## src/rtl/hsf_pkg.sv

```systemverilog
package hsf_pkg;
    typedef enum logic [1:0] {
        ST_SEEK    = 2'd0,
        ST_MEASURE = 2'd1,
        ST_ACQ     = 2'd2,
        ST_LOCK    = 2'd3
    } hsf_state_e;
endpackage

```

## src/rtl/hsf_window.sv

```systemverilog
module hsf_window
    import hsf_pkg::*;
#(
    parameter int CNT_W = 12,
    parameter int WIN_W = 8
) (
    input  logic             clk,
    input  logic             rst_n,
    input  logic             sync_in,
    input  hsf_state_e       st,
    input  logic [WIN_W-1:0] win_half,
    output logic             accept,
    output logic             expire,
    output logic             regen_start
);
    localparam logic [CNT_W-1:0] CNT_MAX = '1;
    localparam logic [CNT_W-1:0] CNT_ONE = CNT_W'(1);

    logic             sync_q;
    logic [CNT_W-1:0] cnt;
    logic [CNT_W-1:0] period;
    logic [CNT_W:0]   cnt_x, per_x, win_x, lo, hi;
    logic             rise, tracking, in_win;

    assign rise     = sync_in & ~sync_q;
    assign tracking = (st == ST_ACQ) || (st == ST_LOCK);
    assign cnt_x    = {1'b0, cnt};
    assign per_x    = {1'b0, period};
    assign win_x    = (CNT_W+1)'(win_half);
    assign hi       = per_x + win_x;
    assign lo       = (per_x > win_x) ? (per_x - win_x) : '0;
    assign in_win   = (cnt_x >= lo) && (cnt_x <= hi);

    assign accept   = rise & (tracking ? in_win : 1'b1);
    assign expire   = tracking & ~accept & ((cnt_x >= hi) | (cnt == CNT_MAX));

    // pulse at predicted time, or earlier on an accepted early edge
    assign regen_start = (st == ST_LOCK) &
                         ((accept & (cnt <= period)) | (cnt == period));

    always_ff @(posedge clk) begin
        if (!rst_n) begin
            sync_q <= 1'b0;
            cnt    <= '0;
            period <= '0;
        end else begin
            sync_q <= sync_in;
            if (accept) begin
                cnt <= '0;
                if (st == ST_MEASURE || st == ST_ACQ)
                    period <= cnt;
            end else if (expire) begin
                // re-reference to the predicted edge time
                cnt <= CNT_W'(win_half);
            end else if (cnt != CNT_MAX) begin
                cnt <= cnt + CNT_ONE;
            end
        end
    end

    AST_PERIOD_FROZEN: assert property (@(posedge clk) disable iff (!rst_n)
        (st == ST_LOCK && $past(st) == ST_LOCK) |-> $stable(period));
endmodule

```

## src/rtl/hsf_fsm.sv

```systemverilog
module hsf_fsm
    import hsf_pkg::*;
#(
    parameter int THR_W = 8
) (
    input  logic             clk,
    input  logic             rst_n,
    input  logic             accept,
    input  logic             expire,
    input  logic [THR_W-1:0] lock_thr,
    input  logic [THR_W-1:0] unlock_thr,
    output hsf_state_e       st,
    output logic             locked
);
    localparam logic [THR_W:0] ONE = (THR_W+1)'(1);

    hsf_state_e     st_nx;
    logic [THR_W:0] vcnt, vcnt_nx, vcnt_inc;
    logic [THR_W:0] mcnt, mcnt_nx, mcnt_inc;

    assign vcnt_inc = vcnt + ONE;
    assign mcnt_inc = mcnt + ONE;
    assign locked   = (st == ST_LOCK);

    always_ff @(posedge clk) begin
        if (!rst_n) begin
            st   <= ST_SEEK;
            vcnt <= '0;
            mcnt <= '0;
        end else begin
            st   <= st_nx;
            vcnt <= vcnt_nx;
            mcnt <= mcnt_nx;
        end
    end

    always_comb begin
        st_nx   = st;
        vcnt_nx = vcnt;
        mcnt_nx = mcnt;
        unique case (st)
            ST_SEEK: begin
                if (accept) st_nx = ST_MEASURE;
            end
            ST_MEASURE: begin
                if (accept) begin
                    st_nx   = ST_ACQ;
                    vcnt_nx = '0;
                end
            end
            ST_ACQ: begin
                if (accept) begin
                    if (vcnt_inc >= {1'b0, lock_thr}) begin
                        st_nx   = ST_LOCK;
                        mcnt_nx = '0;
                    end else begin
                        vcnt_nx = vcnt_inc;
                    end
                end else if (expire) begin
                    st_nx   = ST_SEEK;
                    vcnt_nx = '0;
                end
            end
            ST_LOCK: begin
                if (accept) begin
                    mcnt_nx = '0;
                end else if (expire) begin
                    if (mcnt_inc >= {1'b0, unlock_thr}) begin
                        st_nx   = ST_SEEK;
                        mcnt_nx = '0;
                    end else begin
                        mcnt_nx = mcnt_inc;
                    end
                end
            end
            default: st_nx = ST_SEEK;
        endcase
    end

    AST_LOCK_ENTRY: assert property (@(posedge clk) disable iff (!rst_n)
        $rose(locked) |-> ($past(st) == ST_ACQ && $past(accept)));
    AST_ACQ_MISS_RESTART: assert property (@(posedge clk) disable iff (!rst_n)
        (st == ST_ACQ && expire) |=> (st == ST_SEEK && vcnt == '0));
    AST_UNLOCK_TO_SEEK: assert property (@(posedge clk) disable iff (!rst_n)
        $fell(locked) |-> (st == ST_SEEK && $past(expire)));
    AST_MISS_BELOW_THR: assert property (@(posedge clk) disable iff (!rst_n)
        locked |-> (mcnt < {1'b0, unlock_thr} || unlock_thr == '0));
endmodule

```

## src/rtl/hsf_pulse.sv

```systemverilog
module hsf_pulse #(
    parameter int PULSE_W = 4
) (
    input  logic clk,
    input  logic rst_n,
    input  logic start,
    output logic pulse_on
);
    localparam int PCW = (PULSE_W > 1) ? $clog2(PULSE_W) : 1;
    localparam logic [PCW-1:0] PC_ONE = PCW'(1);

    logic [PCW-1:0] pcnt;

    always_ff @(posedge clk) begin
        if (!rst_n) begin
            pulse_on <= 1'b0;
            pcnt     <= '0;
        end else if (start) begin
            pulse_on <= 1'b1;
            pcnt     <= PCW'(PULSE_W - 1);
        end else if (pcnt != '0) begin
            pcnt <= pcnt - PC_ONE;
        end else begin
            pulse_on <= 1'b0;
        end
    end

    AST_PULSE_FROM_START: assert property (@(posedge clk) disable iff (!rst_n)
        $rose(pulse_on) |-> $past(start));
endmodule

```

## src/rtl/hsync_sync_filter.sv

```systemverilog
module hsync_sync_filter
    import hsf_pkg::*;
#(
    parameter int CNT_W   = 12,
    parameter int THR_W   = 8,
    parameter int WIN_W   = 8,
    parameter int PULSE_W = 4
) (
    input  logic             clk,
    input  logic             rst_n,
    input  logic             sync_raw,
    input  logic [THR_W-1:0] lock_thr,
    input  logic [THR_W-1:0] unlock_thr,
    input  logic [WIN_W-1:0] win_half,
    input  logic             proc_sel_filt,
    input  logic             pll_sel_filt,
    output logic             hsync_regen,
    output logic             locked,
    output logic             proc_sync,
    output logic             pll_sync
);
    hsf_state_e st;
    logic       accept, expire, regen_start, pulse_on;

    hsf_window #(.CNT_W(CNT_W), .WIN_W(WIN_W)) u_window (
        .clk         (clk),
        .rst_n       (rst_n),
        .sync_in     (sync_raw),
        .st          (st),
        .win_half    (win_half),
        .accept      (accept),
        .expire      (expire),
        .regen_start (regen_start)
    );

    hsf_fsm #(.THR_W(THR_W)) u_fsm (
        .clk        (clk),
        .rst_n      (rst_n),
        .accept     (accept),
        .expire     (expire),
        .lock_thr   (lock_thr),
        .unlock_thr (unlock_thr),
        .st         (st),
        .locked     (locked)
    );

    hsf_pulse #(.PULSE_W(PULSE_W)) u_pulse (
        .clk      (clk),
        .rst_n    (rst_n),
        .start    (regen_start),
        .pulse_on (pulse_on)
    );

    assign hsync_regen = locked ? pulse_on : sync_raw;
    assign proc_sync   = proc_sel_filt ? hsync_regen : sync_raw;
    assign pll_sync    = pll_sel_filt  ? hsync_regen : sync_raw;
endmodule

```

## config.mk

```make
export PLATFORM = sky130hd
export DESIGN_NAME = hsync_sync_filter
export DESIGN_NICKNAME = d
export VERILOG_FILES = /design/src/rtl/hsf_pkg.sv /design/src/rtl/hsf_window.sv /design/src/rtl/hsf_fsm.sv /design/src/rtl/hsf_pulse.sv /design/src/rtl/hsync_sync_filter.sv
export SDC_FILE = /design/constraint.sdc
export NUM_CORES = 1
export LEC_CHECK = 0
export BUFFER_PORTS_ARGS = -buffer_cell sky130_fd_sc_hd__buf_2
export CORE_MARGIN = 2
export CORE_UTILIZATION = 30
export CTS_BUF_LIST = sky130_fd_sc_hd__clkbuf_4 sky130_fd_sc_hd__clkbuf_8 sky130_fd_sc_hd__clkbuf_16
export DETAILED_ROUTE_END_ITERATION = 8
export HOLD_SLACK_MARGIN = 0.06
export REMOVE_ABC_BUFFERS = 1
export SYNTH_ARGS = -nofsm -noshare
export SYNTH_HDL_FRONTEND = slang
export SYNTH_HIERARCHICAL = 1
export SYNTH_SLANG_ARGS = --single-unit
```

## constraint.sdc

```tcl
create_clock -name clk -period 5.65 [get_ports clk]
set_clock_uncertainty 0.2 [all_clocks]
set_input_delay 0.2825 -clock clk [delete_from_list [all_inputs] [get_ports clk]]
set_output_delay 0.2825 -clock clk [all_outputs]
set_load 0.05 [all_outputs]
```

# Word-level counts from Yosys, hierarchy flattened
# Index checks and enable logic that the tools add are counted.
# word_totals
output_inout_bits,4
in_bits,29
ff_bits,48
word_cells,97
# op_classes
bitwise_logic,11
reduce_logical,15
muxes,31
add_sub_neg,6
n_eq_ne,18
magnitude_cmp,7
# ops
operator,count
9-bit two-way mux,9
9-bit case mux with 2 select lines,2
12-bit by 13-bit greater-or-equal comparator with 1-bit output,2
2-bit two-way mux,10
9-bit by 1-bit adder with 9-bit output (second input constant),2
9-bit by 8-bit greater-or-equal comparator with 1-bit output,2
8-bit two-way mux,2
12-bit by 8-bit adder with 13-bit output,1
12-bit by 13-bit less-or-equal comparator with 1-bit output,1
13-bit two-way mux,1
12-bit by 8-bit subtractor with 13-bit output,1
12-bit by 1-bit adder with 12-bit output (second input constant),1
12-bit == test,1
12-bit == test (second input constant),1
12-bit by 8-bit greater-than comparator with 1-bit output,1
12-bit less-or-equal comparator,1
12-bit inequality test (second input constant),1
2-bit inequality test (second input constant),5
2-bit nonzero test,5
2-bit case mux with 4 select lines,1
4-bit AND reduction,2
7-bit AND reduction,1
1-bit bitwise AND,6
1-bit two-way mux,6
15 further kinds,23

# Logic depth before layout (Yosys ltp)
# Gate-level depths: netlist (run 1).
# logic_depth
ltp_word,12
mapped_depth,26
mapped_depth_nobuf,23

# Modules after synthesis
# The synthesis (run 1) kept the hierarchy.
# by_module_without_submodules
module,seq_area_each_um2,area_each_um2,n_inst,cells_each
hsf_window,500.5,3166.8,1,415
hsf_fsm,400.4,1534.0,1,189
hsf_pulse,60.1,127.6,1,12
hsync_sync_filter,0.0,41.3,1,5

# Least setup slack after synthesis (run 1)
# Ideal clock, no wire load.
# synth_path
path_type,register to register
startpoint,register u_window.period[0]
endpoint,register u_fsm.mcnt[5]
path_stages_with_launch,26
path_slack_ps,1097
arrival_time_ps,4279
period_less_slack_ps,4553
required_ps,5376
setup_ps,74
path_buffers,2
path_cell_list,dfxtp_1 ha_1 inv_1 fa_1 nor2_1 o311a_1 or3_4 a21o_1 a21oi_1 nor3_1 xnor2_1 ha_1 nand3_1 nor3_1 o31ai_1 nand3_1 nand3_1 a21boi_2 buf_6 inv_2 buf_2 nor2b_1 nand3_1 nor3_2 a21oi_1 a31oi_1
# synth_via
elab_chain_cells,11
elab_cells_between_ends,19
cone_classes,add/sub (2); order compare (4); eq/ne (2); mux (4); bitwise (5); reduce/logical (2)
# synth_lines
element,line_no,rtl
start: declaration,hsf_window.sv:21,logic [CNT_W-1:0] period;
start signal: assignment,hsf_window.sv:51,period <= cnt;
12-bit by 8-bit subtractor with 13-bit output or 12-bit by 8-bit greater-than comparator with 1-bit output (tied branches),hsf_window.sv:31,assign lo = (per_x > win_x) ? (per_x - win_x) : '0;
13-bit two-way mux,hsf_window.sv:31,
12-bit by 13-bit greater-or-equal comparator with 1-bit output,hsf_window.sv:32,assign in_win = (cnt_x >= lo) && (cnt_x <= hi);
1-bit logical AND *,hsf_window.sv:32,
1-bit two-way mux *,hsf_window.sv:34,assign accept = rise & (tracking ? in_win : 1'b1);
1-bit bitwise AND *,hsf_window.sv:34,
via accept,hsync_sync_filter.sv:23,"logic accept, expire, regen_start, pulse_on;"
1-bit NOT,hsf_window.sv:35,assign expire = tracking & ~accept & ((cnt_x >= hi) | (cnt == CNT_MAX));
1-bit bitwise AND (2 in a row),hsf_window.sv:35,
3-bit by 1-bit inequality test with 1-bit output (no source line),-,
4-bit AND reduction (no source line),-,
end signal: assignment,hsf_fsm.sv:33,mcnt <= mcnt_nx;
end: declaration,hsf_fsm.sv:19,"logic [THR_W:0] mcnt, mcnt_nx, mcnt_inc;"
# The timed path passes the listed nets; every way through them passes the cells marked *.
# A chain may end at the register's enable or synchronous reset.

# Worst setup path in the final report (run 1)
# layout_path
startpoint,register u_window.period[0]
endpoint,register u_fsm.mcnt[0]
# layout_via
elab_chain_cells,11
elab_cells_between_ends,19
cone_classes,add/sub (2); order compare (4); eq/ne (2); mux (4); bitwise (5); reduce/logical (2)
# layout_lines
element,line_no
12-bit by 8-bit subtractor with 13-bit output or 12-bit by 8-bit greater-than comparator with 1-bit output (tied branches),hsf_window.sv:31
13-bit two-way mux,hsf_window.sv:31
12-bit by 13-bit greater-or-equal comparator with 1-bit output,hsf_window.sv:32
1-bit logical AND,hsf_window.sv:32
1-bit two-way mux,hsf_window.sv:34
1-bit bitwise AND,hsf_window.sv:34
1-bit NOT,hsf_window.sv:35
1-bit bitwise AND,hsf_window.sv:35
1-bit bitwise AND *,hsf_window.sv:35
via expire,hsync_sync_filter.sv:23
3-bit by 1-bit inequality test with 1-bit output (no source line) *,-
4-bit AND reduction (no source line) *,-
# Marks and branches as above.

==> results_dict.tcl, run 1 <==
set metrics [dict create \
    outcome "complete, no violations" \
    avgSynthCellArea_um2 7.84 \
    route.detailed.drc 0 \
    finalCriticalPeriod_ns 4.97 \
    peakVddDrop_uv 117 \
    fin_tns_setup_ns 0 \
    insertion_delay_ns 0.29 \
    synthTopCellsByCount "ha_1 (74), inv_1 (58), nand2_1 (49), nor2_1 (49), dfxtp_1 (48)" \
    r2r-start "u_window/period[0]" \
    cts_root_buf "clkbuf_16" \
    dp_hpwl_um 9850 \
    antenna_found_initial 0 \
    yosysTopAreaCellShare_pct 19.7 \
    startpoint_type "flop" \
    min_from "sync_raw" \
    ctsHoldBuffers 0 \
    wl_um 12500 \
    final_layout_size_suffix_gt1_share_pct 11.2 \
    leakage_nw 2.32 \
    holdPathEnd "u_window/sync_q" \
    end_kind "flop" \
    required_ns 5.63 \
    row_count 46 \
    syn2layout_area_growth_pct 10.9 \
    ctsHtreeMaxLevel 2 \
    grt_pass1_wl_um 21400 \
    clockPowerShare_pct 37.0 \
    yosys_warnings 6 \
    cts_tree "built" \
    grt_overflow_total 0 \
    tightest_slew_ns 0.858 \
    syn_inst 621 \
    holdPathStages 2 \
    synth_edf_count 0 \
    worstPathArrival_ns 4.95 \
    setup-violations-final 0 \
    max_freq_ghz 0.201 \
    drv_slew 0 \
    io_buffers 32 \
    drt_iter0_drc 273 \
    p_sw_share_pct 29.9 \
    regToRegSetupSlack_ns 0.68 \
    cts-buffers-inserted 5 \
    synthArstFlopShare_pct 0 \
    post_cts_buffers 0 \
    core-area_um2 15900 \
    internal_power_uw 630 \
    netlist-cell-type-count 72 \
    start_util_pct 30.7 \
    grt_pass1_vias 4309 \
    hold_viol_final 0 \
    yosys-top-cells-area "dfxtp_1 (20%), ha_1 (19%), inv_1 (4.5%), xnor2_1 (4.0%), nand3_1 (3.9%)" \
    dieArea_um2 17300 \
    drv_cap 0 \
    drt_pass1_iterations 4 \
    ios 33 \
    clkSinkCount 48 \
    via_per_inst 5.18 \
    cts_resized 0 \
    min_path_type "in2reg" \
    criticalPathCategory "reg2reg" \
    die_x_um 131 \
    wl_per_cell_um 14.6 \
    pre_cts_ws_ns 0.573 \
    rr_worst_depth 21 \
    max-clock-path-buffers 2 \
    fin_nets 749 \
    clk_pin_slew_ns 0.07 \
    synth_largest_area_cell "dfxtp_1" \
    setup_ws_ns 0.684 \
    hold_slack_ns 0.0782 \
    grt_usage_pct 14.8 \
    antennaDiodeCount 0 \
    ys.flop_type "dfxtp_1" \
    vias 4450 \
    cp_max_fo 5 \
    die_h_um 131 \
    max-slew-margin-rel_pct 42.8 \
    power_density_nw_per_um2 166 \
    reg2reg_to "u_fsm/mcnt[0]" \
    syn_area_um2 4870 \
    seq_power_share_pct 40.4 \
    ant_nets 0 \
    ys_ff_latch 48 \
    fin_crit_sh_pct 87.9 \
    p_comb_share_pct 22.6 \
    power.switching_uw 268 \
    grt_max_degree 52 \
    place_congestion 0.840 \
    synthMostInstantiatedCell "ha_1" \
    rsz0062_at_grt "no" \
    ys_seq_area_share_pct 19.7 \
]
-- sequential cells by signal (all words and copies together), names as in the netlist --
| name | count |
|---|---|
| u_fsm/mcnt | 9 |
| u_fsm/vcnt | 9 |
| u_fsm/st | 2 |
| u_window/sync_q | 1 |
| u_window/cnt | 12 |
| u_pulse/pcnt | 2 |
| u_pulse/pulse_on | 1 |
| u_window/period | 12 |
-- worst max-delay path by stage --
stage / cells after the start / end / slack, ns / start
floorplan: 23 / u_fsm/mcnt[5] / 1.11 / u_window/period[0]
global placement: 23 / u_fsm/mcnt[0] / 0.65 / win_half[1]
detailed placement: 23 / u_fsm/mcnt[0] / 0.57 / win_half[1]
CTS: 21 / u_fsm/mcnt[0] / 0.71 / u_window/period[0]
global route: 21 / u_fsm/mcnt[0] / 0.23 / u_window/period[1]
finish: 21 / u_fsm/mcnt[0] / 0.68 / u_window/period[0]
-- layer usage --
metal | GRT usage, % | routed length (um) | vias up
li1 | - | - | 2285
met1 | 20.5 | 6300 | 2073
met2 | 24.8 | 5730 | 80
met3 | 1.62 | 363 | 12
met4 | 3.50 | 148 | 0
met5 | 0 | 0 | -
-- cells by family (layout without fill, tap and decap cells) --
group | after synthesis | count (layout) | synth area share [%]
mux | 10 | 10 | 2.16
xor+xnor | 31 | 31 | 5.58
compound gates | 156 | 156 | 22.8
flops | 48 | 48 | 19.7
fa+ha+maj | 76 | 76 | 19.8
simple gates | 217 | 217 | 23.0
buf+inv | 83 | 105 | 6.86
-- per-stage QoR --
stage	cell area, um^2	util (%)	instances	total power, mW
floorplan	4760	-	598	0.507
global route	5400	34.0	859	0.947
global placement	5240	33.0	853	0.571
CTS	5400	34.0	859	0.903
finish	5400	34.0	859	0.899
detailed placement	5240	33.0	853	0.572
-- worst max-delay path, cell delays in order (launching register included) --
cell	delay, ns
dfxtp_1	0.36
ha_1	0.19
inv_1	0.08
fa_1	0.22
nor2_1	0.07
o311a_1	0.34
or3_4	0.36
a21o_1	0.16
a21oi_1	0.24
nor3_1	0.10
xnor2_1	0.14
ha_1	0.30
nand3_1	0.09
nor3_1	0.33
o31ai_1	0.15
nand4_1	0.19
a31oi_1	0.14
a21oi_1	0.38
nor2_1	0.07
o21ai_0	0.36
a31oi_4	0.09
mux2_2	0.30
-- power by group through the flow --
stage	clock network [mW]	logic, mW	registers [mW]
2_1_floorplan	0	0.140	0.367
3_3_place_gp	0	0.200	0.371
3_5_place_dp	0	0.202	0.371
4_1_cts	0.336	0.203	0.363
5_1_grt	0.353	0.229	0.365
6_report	0.332	0.203	0.363
-- placed cells by master (no fill, tap or decap), drive strengths merged, types with 10 or more instances in the layout --
cell,count
ha,74
inv,60
nand2,49
nor2,49
dfxtp,48
nand3,39
a21oi,39
buf,39
o21ai,24
xnor2,22
nand2b,12
o2111ai,12
o311ai,12
a31oi,11
a21o,10
nand4,10
-- area by class of cell --
| type | instances | area, um^2 |
|---|---|---|
| Clock buffer | 5 | 125 |
| Clock inverter | 1 | 30.0 |
| Fill cell | 1718 | 10500 |
| Sequential cell | 48 | 961 |
| Multi-Input combinational cell | 490 | 3570 |
| Timing Repair Buffer | 39 | 213 |
| Tap cell | 216 | 270 |
| Inverter | 60 | 225 |
Note: power is estimated with default switching activity, not from simulation.
==> run 2, diff against run 1 <==
--- a/config.mk
+++ b/config.mk
@@ -9,8 +9,10 @@
 export CORE_MARGIN = 2
 export CORE_UTILIZATION = 30
 export CTS_BUF_LIST = sky130_fd_sc_hd__clkbuf_4 sky130_fd_sc_hd__clkbuf_8 sky130_fd_sc_hd__clkbuf_16
+export CTS_CLUSTER_DIAMETER = 100
 export DETAILED_ROUTE_END_ITERATION = 8
 export HOLD_SLACK_MARGIN = 0.06
+export RECOVER_POWER = 50
 export REMOVE_ABC_BUFFERS = 1
 export SYNTH_ARGS = -nofsm -noshare
 export SYNTH_HDL_FRONTEND = slang
==> run 2 against run 1 <==
Compared with the run above:
- total power shrank 0.32%
- worst setup slack lost 0.061 ns
- global-route usage is the same
- clock power is essentially flat
- first-iteration DRC count shrank 0.73%
- cell count is the same
- count of clock-buffer cells in the layout is the same
- flip-flop and latch count is the same
- critical path depth shrank 4
- sequential share of layout area grew 0.066 points
- maximum frequency shrank 1.2%
- the flow now finishes with violations (capacitance limit, slew limit)
==> results_dict.tcl, run 2 (synthesis gave the netlist of run 1 again) <==
set metrics [dict create \
    grt_overflow_total 0 \
    hold_viol_final 0 \
    final_layout_size_suffix_gt1_share_pct 9.95 \
    outcome "complete, but fails checks" \
    grt_max_degree 52 \
    cts_resized 0 \
    p_comb_share_pct 22.4 \
    cts_tree "built" \
    io_buffers 32 \
    p_sw_share_pct 29.8 \
    core-area_um2 15900 \
    power_density_nw_per_um2 167 \
    register_area_um2 961 \
    syn2layout_area_growth_pct 10.5 \
    start_util_pct 30.7 \
    antenna_found_initial 0 \
    clkSinkCount 48 \
    internal_power_uw 628 \
    rsz0062_at_grt "no" \
    place_congestion 0.840 \
    cts-buffers-inserted 5 \
    holdPathStages 2 \
    dieArea_um2 17300 \
    r2r-start "u_window/period[1]" \
    leakage_nw 2.30 \
    peakVddDrop_uv 117 \
    clockPowerShare_pct 37.0 \
    reg2reg_to "u_window/cnt[10]" \
    power.switching_uw 267 \
    wl_um 12500 \
    route.met2.wl_um 5690 \
    max-clock-path-buffers 2 \
    min_path_type "in2reg" \
    post_cts_buffers 0 \
    ctsHoldBuffers 0 \
    via_per_inst 5.19 \
    ant_nets 0 \
    insertion_delay_ns 0.29 \
    wl_met3_um 439 \
    criticalPathCategory "reg2reg" \
    cp_max_fo 13 \
    drv_slew 52 \
    die_x_um 131 \
    grt_pass1_wl_um 21400 \
    finalCriticalPeriod_ns 5.03 \
    wl_per_cell_um 14.6 \
    fin_total_pwr_uw 896 \
    max_freq_ghz 0.199 \
    rr_worst_depth 17 \
    required_ns 5.56 \
    die_h_um 131 \
    worstPathArrival_ns 4.94 \
    seq_power_share_pct 40.6 \
    grt_pass1_vias 4309 \
    startpoint_type "flop" \
    max-slew-margin-rel_pct -35.1 \
    end_kind "flop" \
    tightest_slew_ns 2.03 \
    drv_cap 1 \
    fin_cells 859 \
    ios 33 \
    drt_pass1_iterations 4 \
    startpoint "u_window/period[1]" \
    regToRegSetupSlack_ns 0.62 \
    cts_root_buf "clkbuf_16" \
    violations "capacitance limit, slew limit" \
    final_cell_mix "ha_1 (74), inv_1 (58), nand2_1 (49), nor2_1 (49), dfxtp_1 (48)" \
    clk_pin_slew_ns 0.07 \
    fin_crit_sh_pct 89.0 \
    row_count 46 \
    multi_input_area_um2 3560 \
    placed_cells 853 \
    route.detailed.drc 0 \
    antennaDiodeCount 0 \
    fin_nets 749 \
    crit_end "u_window/cnt[10]" \
    final_common_cell "ha_1" \
    fin_tns_setup_ns 0 \
    fillers 1722 \
    dp_hpwl_um 9850 \
    top_regs "u_window/cnt x12, u_window/period x12" \
    drt_iter0_drc 271 \
    setup-violations-final 0 \
    vias 4459 \
    grt_usage_pct 14.8 \
    highest_layer "met4" \
    m1WireLength_um 6220 \
    ctsHtreeMaxLevel 2 \
]
==> run 2: layout make-up <==
| class | count | share of cell area (%) |
|---|---|---|
| clock inverters | 1 | 0.558 |
| inverters | 60 | 4.19 |
| multi-input cells | 490 | 66.3 |
| flip-flops and latches | 48 | 17.9 |
| well taps | 216 | 5.02 |
| repair buffers | 39 | 3.77 |
| clock buffers | 5 | 2.33 |
==> run 2: worst max-delay path, cell delays in order, from the launching register on <==
cell and delay, ns:
dfxtp_1 0.43, ha_1 0.29, nor2b_1 0.15, o31a_1 0.26, or3_1 0.32, a21oi_2 0.27
nand2b_1 0.19, nand2_1 0.21, nand3_1 0.16, ha_1 0.15, nand2_1 0.05, o21ai_0 0.15
a31oi_1 0.11, o41ai_1 0.49, o31ai_2 0.13, buf_4 0.21, o211ai_1 0.94, nor4b_1 0.13
==> run 2: how the worst min path moves through the flow <==
stage / endpoint / slack (ns) / start
floorplan: u_pulse/pcnt[0] / 0.20 / rst_n
global placement: u_fsm/vcnt[8] / 0.23 / u_fsm/vcnt[8]
detailed placement: u_fsm/vcnt[8] / 0.24 / u_fsm/vcnt[8]
CTS: u_window/sync_q / 0.07 / sync_raw
global route: u_window/sync_q / 0.10 / sync_raw
finish: u_window/sync_q / 0.08 / sync_raw
==> run 2: power by group through the flow <==
stage | clock network, mW | logic (mW) | registers [mW]
floorplan | 0 | 0.140 | 0.367
global placement | 0 | 0.200 | 0.371
detailed placement | 0 | 0.202 | 0.371
CTS | 0.336 | 0.203 | 0.363
global route | 0.353 | 0.227 | 0.365
finish | 0.332 | 0.201 | 0.363
==> run 2: metal layers <==
layer	global-route usage (%)	vias up
met4	3.50	0
met3	1.62	14
met1	20.5	2066
met5	0	-
li1	-	2288
met2	24.8	91
==> run 2: metrics by stage <==
step	worst slack, ns	hold WS (ns)	area, um^2	utilization (%)
after floorplan	1.11	0.200	4760	-
after global placement	0.654	0.234	5240	33.0
after detailed placement	0.573	0.237	5240	33.0
after CTS	0.709	0.0695	5400	34.0
after global routing	0.130	0.102	5380	33.9
final	0.624	0.0792	5380	33.9
==> run 3, diff against run 2 <==
--- a/config.mk
+++ b/config.mk
@@ -11,7 +11,7 @@
 export CTS_BUF_LIST = sky130_fd_sc_hd__clkbuf_4 sky130_fd_sc_hd__clkbuf_8 sky130_fd_sc_hd__clkbuf_16
 export CTS_CLUSTER_DIAMETER = 100
 export DETAILED_ROUTE_END_ITERATION = 8
-export HOLD_SLACK_MARGIN = 0.06
+export MAX_ROUTING_LAYER = met4
 export RECOVER_POWER = 50
 export REMOVE_ABC_BUFFERS = 1
 export SYNTH_ARGS = -nofsm -noshare
==> run 3 against run 2 <==
Compared with the run above:
- the flow still finishes with violations (capacitance limit, slew limit)
- hold slack lost 0.0012 ns
- sequential share of layout area is the same
- flip-flop and latch count is the same
- largest cell class unchanged
- combinational power is essentially flat
- sequential power is essentially flat
- worst setup slack lost 0.0010 ns
- die area is the same
- maximum frequency is essentially flat
- global-route usage grew 0.42 points
==> results_dict.tcl, run 3 (synthesis gave the netlist of run 1 again) <==
set metrics [dict create \
    required_ns 5.65 \
    drt_pass1_iterations 5 \
    max-slew-margin-rel_pct -36.8 \
    r2r-start "u_window/period[0]" \
    insertion_delay_ns 0.29 \
    via_per_inst 5.19 \
    min_path_type "in2reg" \
    antennaDiodeCount 0 \
    fin_tns_setup_ns 0 \
    peakVddDrop_uv 115 \
    ant_nets 0 \
    finalCriticalPeriod_ns 5.03 \
    final_cell_mix "ha_1 (74), inv_1 (58), nand2_1 (49), nor2_1 (49), dfxtp_1 (48)" \
    end_kind "flop" \
    drv_cap 1 \
    placed_cells 853 \
    max_freq_ghz 0.199 \
    drt_iter0_drc 255 \
    fin_nets 749 \
    cp_max_fo 7 \
    cts-buffers-inserted 5 \
    clk_pin_slew_ns 0.07 \
    startpoint "u_window/period[0]" \
    place_congestion 0.853 \
    wl_um 12500 \
    die_h_um 131 \
    wl_per_cell_um 14.6 \
    row_count 46 \
    grt_pass1_vias 4308 \
    grt_usage_pct 15.3 \
    ctsHtreeMaxLevel 2 \
    final_common_cell "ha_1" \
    top_regs "u_window/cnt x12, u_window/period x12" \
    grt_pass1_wl_um 21400 \
    drv_slew 52 \
    grt_overflow_total 0 \
    register_area_um2 961 \
    cts_resized 0 \
    max-clock-path-buffers 2 \
    vias 4459 \
    power_density_nw_per_um2 166 \
    ios 33 \
    cts_root_buf "clkbuf_16" \
    rsz0062_at_grt "no" \
    min_from "sync_raw" \
    tightest_slew_ns 2.05 \
    ctsHoldBuffers 0 \
    die_x_um 131 \
    antenna_found_initial 0 \
    startpoint_type "flop" \
    grt_max_degree 52 \
    fin_crit_sh_pct 89.0 \
    criticalPathCategory "reg2reg" \
    start_util_pct 30.7 \
    core-area_um2 15900 \
    outcome "complete, but fails checks" \
    clkSinkCount 48 \
    leakage_nw 2.30 \
    syn2layout_area_growth_pct 10.5 \
    dieArea_um2 17300 \
    fillers 1722 \
    post_cts_buffers 0 \
    route.detailed.drc 0 \
    setup-violations-final 0 \
    violations "capacitance limit, slew limit" \
    multi_input_area_um2 3560 \
    worstPathArrival_ns 5.03 \
    final_layout_size_suffix_gt1_share_pct 9.95 \
    post-route-util_pct 33.9 \
    hold_viol_final 0 \
    fin_cells 859 \
    io_buffers 32 \
    dp_hpwl_um 9850 \
    cts_tree "built" \
]
run 3: cell counts in the layout (fill, tap and decap cells not counted):
Identical to the previous run, type by type.
run 3: final timing paths:
check / endpoint / slack [ns] / cells after the start
max: u_fsm/vcnt[4] / 0.62 / 23
min reg2reg: u_fsm/vcnt[8] / 0.25 / 2
min: u_window/sync_q / 0.08 / 2
max reg2reg: u_fsm/vcnt[4] / 0.62 / 23
run 3: layer usage:
metal	vias to the layer above	part of all wire, %	track usage (%)
met5	-	0	-
met3	10	3.6	1.62
li1	2289	-	-
met4	0	1.1	3.50
met1	2072	49	20.5
met2	88	46	24.8
run 3: critical path, stage by stage, from the launching register on:
cell and delay, ns:
dfxtp_1 0.36, ha_1 0.19, inv_1 0.08, fa_1 0.21, nor2_1 0.07, o311a_1 0.34, or3_1 0.39, a21o_1 0.18
a21oi_1 0.24, nor3_1 0.10, xnor2_1 0.14, ha_1 0.29, nand3_1 0.09, nor3_1 0.34, o31ai_1 0.15, nand3_1 0.13
nand3_1 0.13, a21boi_2 0.19, inv_2 0.09, nand2_1 0.09, nor2_1 0.06, a31oi_1 0.31, o211ai_2 0.25, o22ai_1 0.32
run 3: through the flow:
stage | area [um^2] | setup WS [ns] | hold WS [ns] | power, mW
2_1_floorplan | 4760 | 1.11 | 0.200 | 0.507
3_3_place_gp | 5240 | 0.654 | 0.234 | 0.571
3_5_place_dp | 5240 | 0.573 | 0.237 | 0.572
4_1_cts | 5400 | 0.709 | 0.0695 | 0.903
5_1_grt | 5380 | 0.130 | 0.102 | 0.945
6_report | 5380 | 0.623 | 0.0780 | 0.893
run 3: layout make-up:
class | count | share of cell area [%]
inverters | 60 | 4.19
clock buffers | 5 | 2.33
flip-flops and latches | 48 | 17.9
multi-input cells | 490 | 66.3
repair buffers | 39 | 3.77
clock inverters | 1 | 0.558
well taps | 216 | 5.02
run 3: report_power, final:
group          total, mW  internal [mW]  switching [mW]
registers          0.363          0.350          0.0138
logic              0.201         0.0748           0.126
clock network      0.329          0.204           0.125
